File: src/rtl/pinbank_pkg.sv
package pinbank_pkg;
   localparam int unsigned WORD_W       = 32;
   localparam int unsigned PINS_PER_BK  = 32;
   localparam int unsigned ADDR_W       = 12;
   localparam int unsigned MAX_BANKS    = 8;
   localparam int unsigned BANK_SEL_W   = 3;
   localparam int unsigned PIN_SEL_W    = 8;

   localparam logic [ADDR_W-1:0] OFS_CFG  = 12'h100;
   localparam logic [ADDR_W-1:0] OFS_KEY  = 12'h520;
   localparam logic [6:0]        LOCK_PAGE = 7'h28;   // 0x500 >> 5
   localparam logic [WORD_W-1:0] UNLOCK_KEY = 32'h00A5A501;

   typedef enum logic [2:0] {
      RG_NONE, RG_OUT, RG_IN, RG_SET, RG_CLR, RG_CFG, RG_LOCK, RG_KEY
   } reg_kind_e;

   // stored control fields; bits 2:1 and 31:9 are not kept
   typedef struct packed {
      logic [3:0] dbnc;     // word bits 8:5
      logic [1:0] trig;     // word bits 4:3
      logic       dir_in;   // word bit 0
   } pin_cfg_t;

   localparam pin_cfg_t CFG_RST = '{dbnc: 4'h0, trig: 2'h0, dir_in: 1'b1};

   function automatic pin_cfg_t cfg_from_word(input logic [WORD_W-1:0] w);
      cfg_from_word = '{dbnc: w[8:5], trig: w[4:3], dir_in: w[0]};
   endfunction

   function automatic logic [WORD_W-1:0] cfg_to_word(input pin_cfg_t c);
      cfg_to_word = {23'd0, c.dbnc, c.trig, 2'b00, c.dir_in};
   endfunction
endpackage

File: src/rtl/pinbank_decode.sv
module pinbank_decode
   import pinbank_pkg::*;
#(
   parameter int unsigned BANKS = 2
) (
   input  logic [ADDR_W-1:0]     addr,
   output reg_kind_e             kind,
   output logic [BANK_SEL_W-1:0] bank_sel,
   output logic [PIN_SEL_W-1:0]  pin_sel
);
   localparam int unsigned PINS = BANKS * PINS_PER_BK;

   logic [9:0] word_idx;
   logic [9:0] cfg_idx;
   logic       aligned;
   logic       bank_ok;

   assign word_idx = addr[11:2];
   assign cfg_idx  = word_idx - 10'h040;
   assign aligned  = (addr[1:0] == 2'b00);
   assign bank_sel = addr[4:2];
   assign bank_ok  = (32'(bank_sel) < BANKS);
   assign pin_sel  = cfg_idx[PIN_SEL_W-1:0];

   always_comb begin
      kind = RG_NONE;
      if (aligned) begin
         if (addr[11:7] == 5'd0) begin
            if (bank_ok) begin
               unique case (addr[6:5])
                  2'd0: kind = RG_OUT;
                  2'd1: kind = RG_IN;
                  2'd2: kind = RG_SET;
                  default: kind = RG_CLR;
               endcase
            end
         end else if (addr >= OFS_CFG && 32'(cfg_idx) < PINS) begin
            kind = RG_CFG;
         end else if (addr[11:5] == LOCK_PAGE) begin
            if (bank_ok) kind = RG_LOCK;
         end else if (addr == OFS_KEY) begin
            kind = RG_KEY;
         end
      end
   end
endmodule

File: src/rtl/pinbank_sync.sv
module pinbank_sync #(
   parameter int unsigned WIDTH  = 32,
   parameter int unsigned STAGES = 2
) (
   input  logic             clk,
   input  logic             rst_n,
   input  logic [WIDTH-1:0] d_async,
   output logic [WIDTH-1:0] q_sync
);
   logic [WIDTH-1:0] chain_q [STAGES];

   generate
      if (STAGES < 2) begin : g_bad_stages
         $error("pinbank_sync: STAGES must be at least 2");
      end
      for (genvar s = 0; s < STAGES; s++) begin : g_stage
         always_ff @(posedge clk or negedge rst_n) begin
            if (!rst_n) chain_q[s] <= '0;
            else        chain_q[s] <= (s == 0) ? d_async : chain_q[(s == 0) ? 0 : s-1];
         end
      end
   endgenerate

   assign q_sync = chain_q[STAGES-1];
endmodule

File: src/rtl/pinbank_outreg.sv
module pinbank_outreg #(
   parameter int unsigned WIDTH = 32
) (
   input  logic             clk,
   input  logic             rst_n,
   input  logic             set_we,
   input  logic             clr_we,
   input  logic [WIDTH-1:0] mask,
   output logic [WIDTH-1:0] level_q
);
   logic [WIDTH-1:0] set_m;
   logic [WIDTH-1:0] clr_m;

   assign set_m = set_we ? mask : '0;
   assign clr_m = clr_we ? mask : '0;

   always_ff @(posedge clk or negedge rst_n) begin
      if (!rst_n) level_q <= '0;
      else        level_q <= (level_q | set_m) & ~clr_m;
   end
endmodule

File: src/rtl/pinbank_lockgate.sv
module pinbank_lockgate
   import pinbank_pkg::*;
#(
   parameter int unsigned BANKS = 2
) (
   input  logic                  clk,
   input  logic                  rst_n,
   input  logic                  key_we,
   input  logic                  lock_we,
   input  logic [BANK_SEL_W-1:0] lock_bank,
   input  logic [WORD_W-1:0]     wdata,
   output logic                  armed,
   output logic [WORD_W-1:0]     claim_q [BANKS]
);
   logic armed_q;

   always_ff @(posedge clk or negedge rst_n) begin
      if (!rst_n)       armed_q <= 1'b0;
      else if (key_we)  armed_q <= (wdata == UNLOCK_KEY);
      else if (lock_we) armed_q <= 1'b0;
   end

   generate
      for (genvar b = 0; b < BANKS; b++) begin : g_bank
         always_ff @(posedge clk or negedge rst_n) begin
            if (!rst_n)
               claim_q[b] <= '1;
            else if (lock_we && armed_q && lock_bank == BANK_SEL_W'(b))
               claim_q[b] <= wdata;
         end
      end
   endgenerate

   assign armed = armed_q;
endmodule

File: src/rtl/pinbank_ctrl.sv
module pinbank_ctrl
   import pinbank_pkg::*;
#(
   parameter int unsigned BANKS = 2,
   parameter int unsigned SYNC_STAGES = 2,
   localparam int unsigned PINS = BANKS * PINS_PER_BK
) (
   input  logic              clk,
   input  logic              rst_n,
   input  logic              bus_wr,
   input  logic [11:0]       bus_addr,
   input  logic [31:0]       bus_wdata,
   output logic [31:0]       bus_rdata,
   input  logic [PINS-1:0]   pin_in,
   output logic [PINS-1:0]   pin_out,
   output logic [PINS-1:0]   pin_oe
);
   generate
      if (BANKS < 1 || BANKS > MAX_BANKS) begin : g_bad_banks
         $error("pinbank_ctrl: BANKS must lie in 1..8");
      end
   endgenerate

   reg_kind_e             kind;
   logic [BANK_SEL_W-1:0] bank_sel;
   logic [PIN_SEL_W-1:0]  pin_sel;
   logic [WORD_W-1:0]     out_q   [BANKS];
   logic [WORD_W-1:0]     in_s    [BANKS];
   logic [WORD_W-1:0]     claim_q [BANKS];
   pin_cfg_t              cfg_q   [PINS];
   logic                  unlock_armed;
   logic [WORD_W-1:0]     claim_bank0;

   pinbank_decode #(.BANKS(BANKS)) u_dec (
      .addr(bus_addr), .kind(kind), .bank_sel(bank_sel), .pin_sel(pin_sel)
   );

   generate
      for (genvar b = 0; b < BANKS; b++) begin : g_bank
         pinbank_outreg #(.WIDTH(WORD_W)) u_out (
            .clk    (clk),
            .rst_n  (rst_n),
            .set_we (bus_wr && kind == RG_SET && bank_sel == BANK_SEL_W'(b)),
            .clr_we (bus_wr && kind == RG_CLR && bank_sel == BANK_SEL_W'(b)),
            .mask   (bus_wdata),
            .level_q(out_q[b])
         );
         pinbank_sync #(.WIDTH(WORD_W), .STAGES(SYNC_STAGES)) u_sync (
            .clk    (clk),
            .rst_n  (rst_n),
            .d_async(pin_in[b*PINS_PER_BK +: PINS_PER_BK]),
            .q_sync (in_s[b])
         );
         assign pin_out[b*PINS_PER_BK +: PINS_PER_BK] = out_q[b];
      end

      for (genvar p = 0; p < PINS; p++) begin : g_pin
         always_ff @(posedge clk or negedge rst_n) begin
            if (!rst_n)
               cfg_q[p] <= CFG_RST;
            else if (bus_wr && kind == RG_CFG && pin_sel == PIN_SEL_W'(p))
               cfg_q[p] <= cfg_from_word(bus_wdata);
         end
         assign pin_oe[p] = ~cfg_q[p].dir_in;
      end
   endgenerate

   pinbank_lockgate #(.BANKS(BANKS)) u_lock (
      .clk      (clk),
      .rst_n    (rst_n),
      .key_we   (bus_wr && kind == RG_KEY),
      .lock_we  (bus_wr && kind == RG_LOCK),
      .lock_bank(bank_sel),
      .wdata    (bus_wdata),
      .armed    (unlock_armed),
      .claim_q  (claim_q)
   );

   assign claim_bank0 = claim_q[0];

   always_comb begin
      bus_rdata = '0;
      unique case (kind)
         RG_OUT, RG_SET, RG_CLR: begin
            for (int b = 0; b < BANKS; b++)
               if (bank_sel == BANK_SEL_W'(b)) bus_rdata = out_q[b];
         end
         RG_IN: begin
            for (int b = 0; b < BANKS; b++)
               if (bank_sel == BANK_SEL_W'(b)) bus_rdata = in_s[b];
         end
         RG_LOCK: begin
            for (int b = 0; b < BANKS; b++)
               if (bank_sel == BANK_SEL_W'(b)) bus_rdata = claim_q[b];
         end
         RG_CFG: begin
            for (int p = 0; p < PINS; p++)
               if (pin_sel == PIN_SEL_W'(p)) bus_rdata = cfg_to_word(cfg_q[p]);
         end
         default: bus_rdata = '0;
      endcase
   end
endmodule

File: config.mk
export PLATFORM = sky130hd
export DESIGN_NAME = pinbank_ctrl
export DESIGN_NICKNAME = d
export VERILOG_FILES = /design/src/rtl/pinbank_pkg.sv /design/src/rtl/pinbank_decode.sv /design/src/rtl/pinbank_sync.sv /design/src/rtl/pinbank_outreg.sv /design/src/rtl/pinbank_lockgate.sv /design/src/rtl/pinbank_ctrl.sv
export SDC_FILE = /design/constraint.sdc
export NUM_CORES = 1
export LEC_CHECK = 0
export BUFFER_PORTS_ARGS = -buffer_cell sky130_fd_sc_hd__buf_2
export CAP_MARGIN = 20
export CORE_MARGIN = 1
export CORE_UTILIZATION = 45
export DETAILED_ROUTE_END_ITERATION = 7
export PLACE_DENSITY = 0.65
export REMOVE_ABC_BUFFERS = 1
export SLEW_MARGIN = 10
export SYNTH_ARGS = -nofsm -noshare
export SYNTH_HDL_FRONTEND = slang
export SYNTH_SLANG_ARGS = --single-unit
File: constraint.sdc
create_clock -name clk -period 3.4 [get_ports clk]
set_input_delay 0.34 -clock clk [delete_from_list [all_inputs] [get_ports clk]]
set_output_delay 0.34 -clock clk [all_outputs]
set_load 0.03 [all_outputs]
* Word-level counts from Yosys, hierarchy flattened
Index checks and enable logic that the tools add are counted. Widths: inputs -> output; s select.
Word-level totals: memory bits (read-only) 0, word-level logic and storage cells 520, bits in registers 705, RAM bits 0, memories 0, output and inout bits 160, latch bits 0
Cells by class: div/mod/pow operators 0, equal/unequal tests 76, shift-type cells 0, add/subtract/negate cells 1, bitwise operators 70, mux-type cells 85, $lt $le $gt $ge 3, $mul 0, reductions and logical operators 84
Operators with widths (number):
- $mux 32 | 73
- $eq 8x6->1 const B | 32
- $eq 8x5->1 const B | 16
- $pmux 32 s4 | 1
- $logic_and 1x1->1 | 77
- $and 32x32->32 | 2
- $eq 8x4->1 const B | 8
- $not 1->1 | 64
- $not 32->32 | 2
- $or 32x32->32 | 2
- $eq 32x24->1 const B | 1
- $eq 8x3->1 const B | 4
- $mux 3 | 7
- $eq 8x2->1 const B | 2
- $eq 12x11->1 const B | 1
- $eq 3x3->1 const B | 4
- $ge 12x9->1 const B | 1
- $lt 10x7->1 const B | 1
- $sub 10x7->10 const B | 1
- $mux 9 | 1
- $pmux 3 s3 | 1
- $eq 8x1->1 const B | 1
- $logic_not 8->1 | 1
- $eq 7x6->1 const B | 1
- 11 further kinds | 15

* Logic depth before layout (Yosys ltp)
word-level depth 67, gate-level depth with buffers 15, mapped depth without buffers 10

* Hierarchy
A second synthesis with hierarchy kept.
Second synthesis, totals: cell total of the unflattened synthesis 2968, area total of the unflattened synthesis 34411.8 µm²
By module, submodules not included:
- pinbank_ctrl | instances 1, area an instance 25426.9 µm², cells each 2372
- pinbank_sync | instances 2, area an instance 1841.8 µm², cells each 96
- pinbank_lockgate | instances 1, area an instance 2625.0 µm², cells each 153
- pinbank_outreg | instances 2, area an instance 1169.9 µm², cells each 102
- pinbank_decode | instances 1, area an instance 336.6 µm², cells each 47

* Worst setup path before layout
OpenSTA, ideal clock, no wires.
kind in2out, start point in bus_addr[5], end point out bus_rdata[3], stages on the path 13, path buffers 4, required time 3.060 ns, arrival time 3.216 ns, slack -0.156 ns, path through clkbuf_1 -> buf_2 -> buf_2 -> inv_1 -> clkbuf_1 -> ha_1 -> o211ai_1 -> o22ai_4 -> or3_1 -> a2111oi_0 -> nand3_1 -> a21oi_1 -> or4b_1
On the way: longest elaborated chain between the ends 67
Ends and longest elaborated chain:
- start, declared | RTL line pinbank_ctrl.sv:11 | input logic [11:0] bus_addr,
- $sub 10x7->10 | RTL line pinbank_decode.sv:19 | assign cfg_idx = word_idx - 10'h040;
- $logic_not 8->1 | RTL line pinbank_ctrl.sv:98 | if (pin_sel == PIN_SEL_W'(p)) bus_rdata = cfg_to_word(cfg_q[p]);
- $mux 9 | RTL line pinbank_ctrl.sv:98
- $mux 32 (63 in series) | RTL line pinbank_ctrl.sv:98
- $pmux 32 s4 (*) | RTL line pinbank_ctrl.sv:83 | unique case (kind)
- end, declared | RTL line pinbank_ctrl.sv:13 | output logic [31:0] bus_rdata,
Every way passes the cells marked *; elsewhere a longest branch is shown, timed or not.

* Worst setup path in the final report
start point reg cfg_q[273] (netlist bit), end point out bus_rdata[0]
On the way: longest elaborated chain between the ends 41
Ends and longest elaborated chain:
- start, declared | RTL line pinbank_ctrl.sv:30 | pin_cfg_t cfg_q [PINS];
- start signal, assigned by index | RTL line pinbank_ctrl.sv:62 | cfg_q[p] <= cfg_from_word(bus_wdata);
- $mux 32 (40 in series) | RTL line pinbank_ctrl.sv:98
- $pmux 32 s4 | RTL line pinbank_ctrl.sv:83
Every way passes these cells.

==> results.cfg <==
[run_status]
status = complete, but fails checks
violations = negative setup slack

[placed_design]
placed_cell_area_um2 = 39000
dp_hpwl_um = 95800
port_buffers = 270
gp_congestion = 1.00

[yosys]
synth_top_area_cell = dfrtp_1
synthArstFlopShare_pct = 100
synth_area_leaders = dfrtp_1 44%, mux2_2 15%, dfstp_2 10%
syn_area_um2 = 32900
ys_seq_elements = 705
synth_top_area_share_pct = 43.9
synthCells = 2728
ys_seq_area_share_pct = 54.1
synth_ff_type = dfrtp_1
synth_commonest_cells = 577 x dfrtp_1, 442 x mux2_2, 232 x a21oi_1, 153 x nand2_1, 128 x dfstp_2
yosysMostFrequentCell = dfrtp_1
yosys_warnings = 0
syn_area_per_cell_um2 = 12.1
synth_cell_types = 96
synth_edf_count = 0

[die]
die_w_um = 272
die_h_um = 272
dieArea_um2 = 74200
start_util_pct = 45.8
io_pins = 271
core_um2 = 71900
rows = 98

[timing]
slew_headroom_pct = 39.6
fin_ws_ns = -0.0314
period_share_pct = 101
setup_viol = 4
rsz0062_at_grt = true
fmax_mhz = 291
min_period_ns = 3.43
worst_hold_slack_ns = 0.143
hold_violations = 0
slew_viol_final = 0
tightest_slew_ns = 0.906
fin_worst_skew_ns = 0.0294

[global_routing]
grt-ovfl-total = 0
grt_max_degree = 88
grt_pass1_wl_um = 192000
first_global_vias = 28200
antenna_found_initial = 2
grt_usage_pct = 35.3

[detailed_routing]
first_pass_iters = 6
ant_nets = 0
vias = 27300
wl_per_cell_um = 29.2
drtIter0Drc = 2547
via_per_inst = 6.07
drc = 0
wl_um = 131000

[setup_path]
r2r_end = u_lock.claim_q[25]$_DFFE_PN1P_
critPathSlowestCell = dfstp_2
cp_num_cells = 10
path_buf_inv = 3
reg2regPathDepth = 4
end_kind = primary output
cp_max_fo = 2
crit_path_start_kind = flip-flop
worstPathRequired_ns = 3.06
startpoint = cfg_q[273]$_DFFE_PN1P_
cp.arrival_ns = 3.09
critPathCapture = bus_rdata[0]
critPathKind = reg -> out
r2r_slack_ns = 1.95
cp_cell_sequence = inv_1 > a221oi_2 > o221ai_2 > a221oi_2 > o21ai_1 > o21ai_1 > buf_4 > a21oi_4 > o21ai_2 > buf_6
path_delay_family = compound AO/OA/AOI/OAI gates
r2r-start = u_lock.armed$_DFFE_PN0P_
cpPeakStageDelay_ns = 0.53

[power]
vdd_ir_drop_max_mv = 0.475
power_frac_seq_pct = 45.3
p_sw_share_pct = 25.1
pwr-share-comb_pct = 8.6
p_sw_mw = 4.71
clock_power_share_pct = 46.2
cellInternalPower_mw = 14.0
p_leak_nw = 20.7
power_per_cell_area_nw_per_um2 = 429

[cts]
clock_path_buffers = 3
cts.reportedPaths.clkPinSlew_ns = 0.06
cts_tree = yes
clock-sinks = 705
htree_num_levels = 3
cts-buffers-inserted = 77
clockRootBuffer = clkbuf_16
clkLatencyLatePin_ns = 0.67

[layout]
final_util_pct = 60.9
drive_above_1_share_pct = 47.1
fillers = 5803
area_growth_pct = 33.0
final_area_um2 = 43700
fin_nets = 3605
antenna_cells = 0

[run]
maxCapViolCount = 0

[worst_hold_path]
hp-class = in -> reg
worst min path at each step:
stage	from	end	slack, ns	cells after the start
3_3_place_gp	g_bank[0].u_sync.chain_q[61]$_DFF_PN0_	g_bank[0].u_sync.q_sync[29]$_DFF_PN0_	0.33	0
2_1_floorplan	rst_n	cfg_q[100]$_DFFE_PN0P_	0.04	0
6_report	bus_wr	u_lock.armed$_DFFE_PN0P_	0.14	3
4_1_cts	bus_wr	u_lock.armed$_DFFE_PN0P_	0.11	3
3_5_place_dp	g_bank[0].u_sync.chain_q[43]$_DFF_PN0_	g_bank[0].u_sync.q_sync[11]$_DFF_PN0_	0.33	0
5_1_grt	bus_wr	u_lock.armed$_DFFE_PN0P_	0.13	3
per-stage QoR:
step                      setup WS [ns]  cells  setup TNS (ns)  power, mW
after floorplan                  -0.789   2516          -44.65       8.94
after global placement           -0.647   4252           -3.65       10.0
after detailed placement         -0.631   4252           -3.54       10.0
after CTS                       -0.0340   4487         -0.0733       18.8
after global routing            -0.0583   4506          -0.295       19.3
final                           -0.0314   4506         -0.0491       18.8
area by class of cell:
type | count | area (um^2) | area share (%)
inverter | 71 | 270 | 0.618
timing repair buffer | 896 | 7040 | 16.1
clock buffer | 111 | 2190 | 5.02
multi-input combinational | 1740 | 14800 | 33.8
tap | 950 | 1190 | 2.72
sequential | 705 | 17800 | 40.7
clock inverter | 33 | 460 | 1.05
flip-flops by register name, summed over array words and instances (netlist names):
register	cells
cfg_q	448
g_bank.u_out.level_q	64
g_bank.u_sync.chain_q	64
g_bank.u_sync.q_sync	64
u_lock.armed	1
u_lock.claim_q	64
power groups by stage:
stage	registers, mW	clock network (mW)	logic (mW)
2_1_floorplan	8.64	0	0.308
3_3_place_gp	8.64	0	1.38
3_5_place_dp	8.64	0	1.39
4_1_cts	8.50	8.76	1.53
5_1_grt	8.50	9.11	1.68
6_report	8.50	8.66	1.61
logic make-up (layout without fill, tap and decap cells):
kind of cell	after synthesis	after routing	share of synthesized area (%)
AOI/OAI and AO/OA	636	636	12.4
muxes	652	652	22.1
adders and majority gates	3	3	0.114
and+or+nand+nor	448	448	7.52
DFF	705	705	54.1
xor gates and xnor gates	1	1	0.0266
buffers and inverters	283	1111	3.66
routing by layer:
| layer | vias up | GRT usage (%) | part of all wire (%) |
|---|---|---|---|
| met4 | 0 | 17.9 | 6.1 |
| met5 | - | 0 | 0 |
| li1 | 11600 | - | - |
| met2 | 1265 | 58.7 | 48 |
| met1 | 14100 | 44.5 | 39 |
| met3 | 371 | 5.70 | 6.3 |
worst reg2reg max path, stage by stage, from the launching register on:
cell,delay [ns]
dfrtp_1,0.34
nand2_1,0.14
nor4_4,0.26
buf_12,0.24
mux2_2,0.39
what timing repair did:
item                       4_1_cts  5_1_grt
hold buffers                    90        0
cloned                           0        2
buffers inserted                 7       20
resized for setup              156       81
setup endpoints to repair        8       21
hold endpoints to repair       175        0
pin swaps                       51       52
placed cells by master, fill, tap and decap left out, drive strengths merged, types with 12 or more instances in the layout:
| master | n |
|---|---|
| buf | 803 |
| dfstp | 128 |
| nor3 | 19 |
| o221ai | 40 |
| clkbuf | 114 |
| mux2 | 553 |
| o22ai | 43 |
| nand2 | 174 |
| a21oi | 232 |
| a22oi | 16 |
| mux2i | 95 |
| dfrtp | 577 |
| nor4 | 12 |
| a211oi | 25 |
| a31oi | 18 |
| dlygate4sd3 | 90 |
| nand2b | 14 |
| nand3 | 29 |
| nor2b | 17 |
| nor2 | 90 |
| clkinv | 24 |
| a221oi | 28 |
| o21ai | 113 |
| inv | 72 |
| o211ai | 12 |
Power figures use the tool's default switching activity.
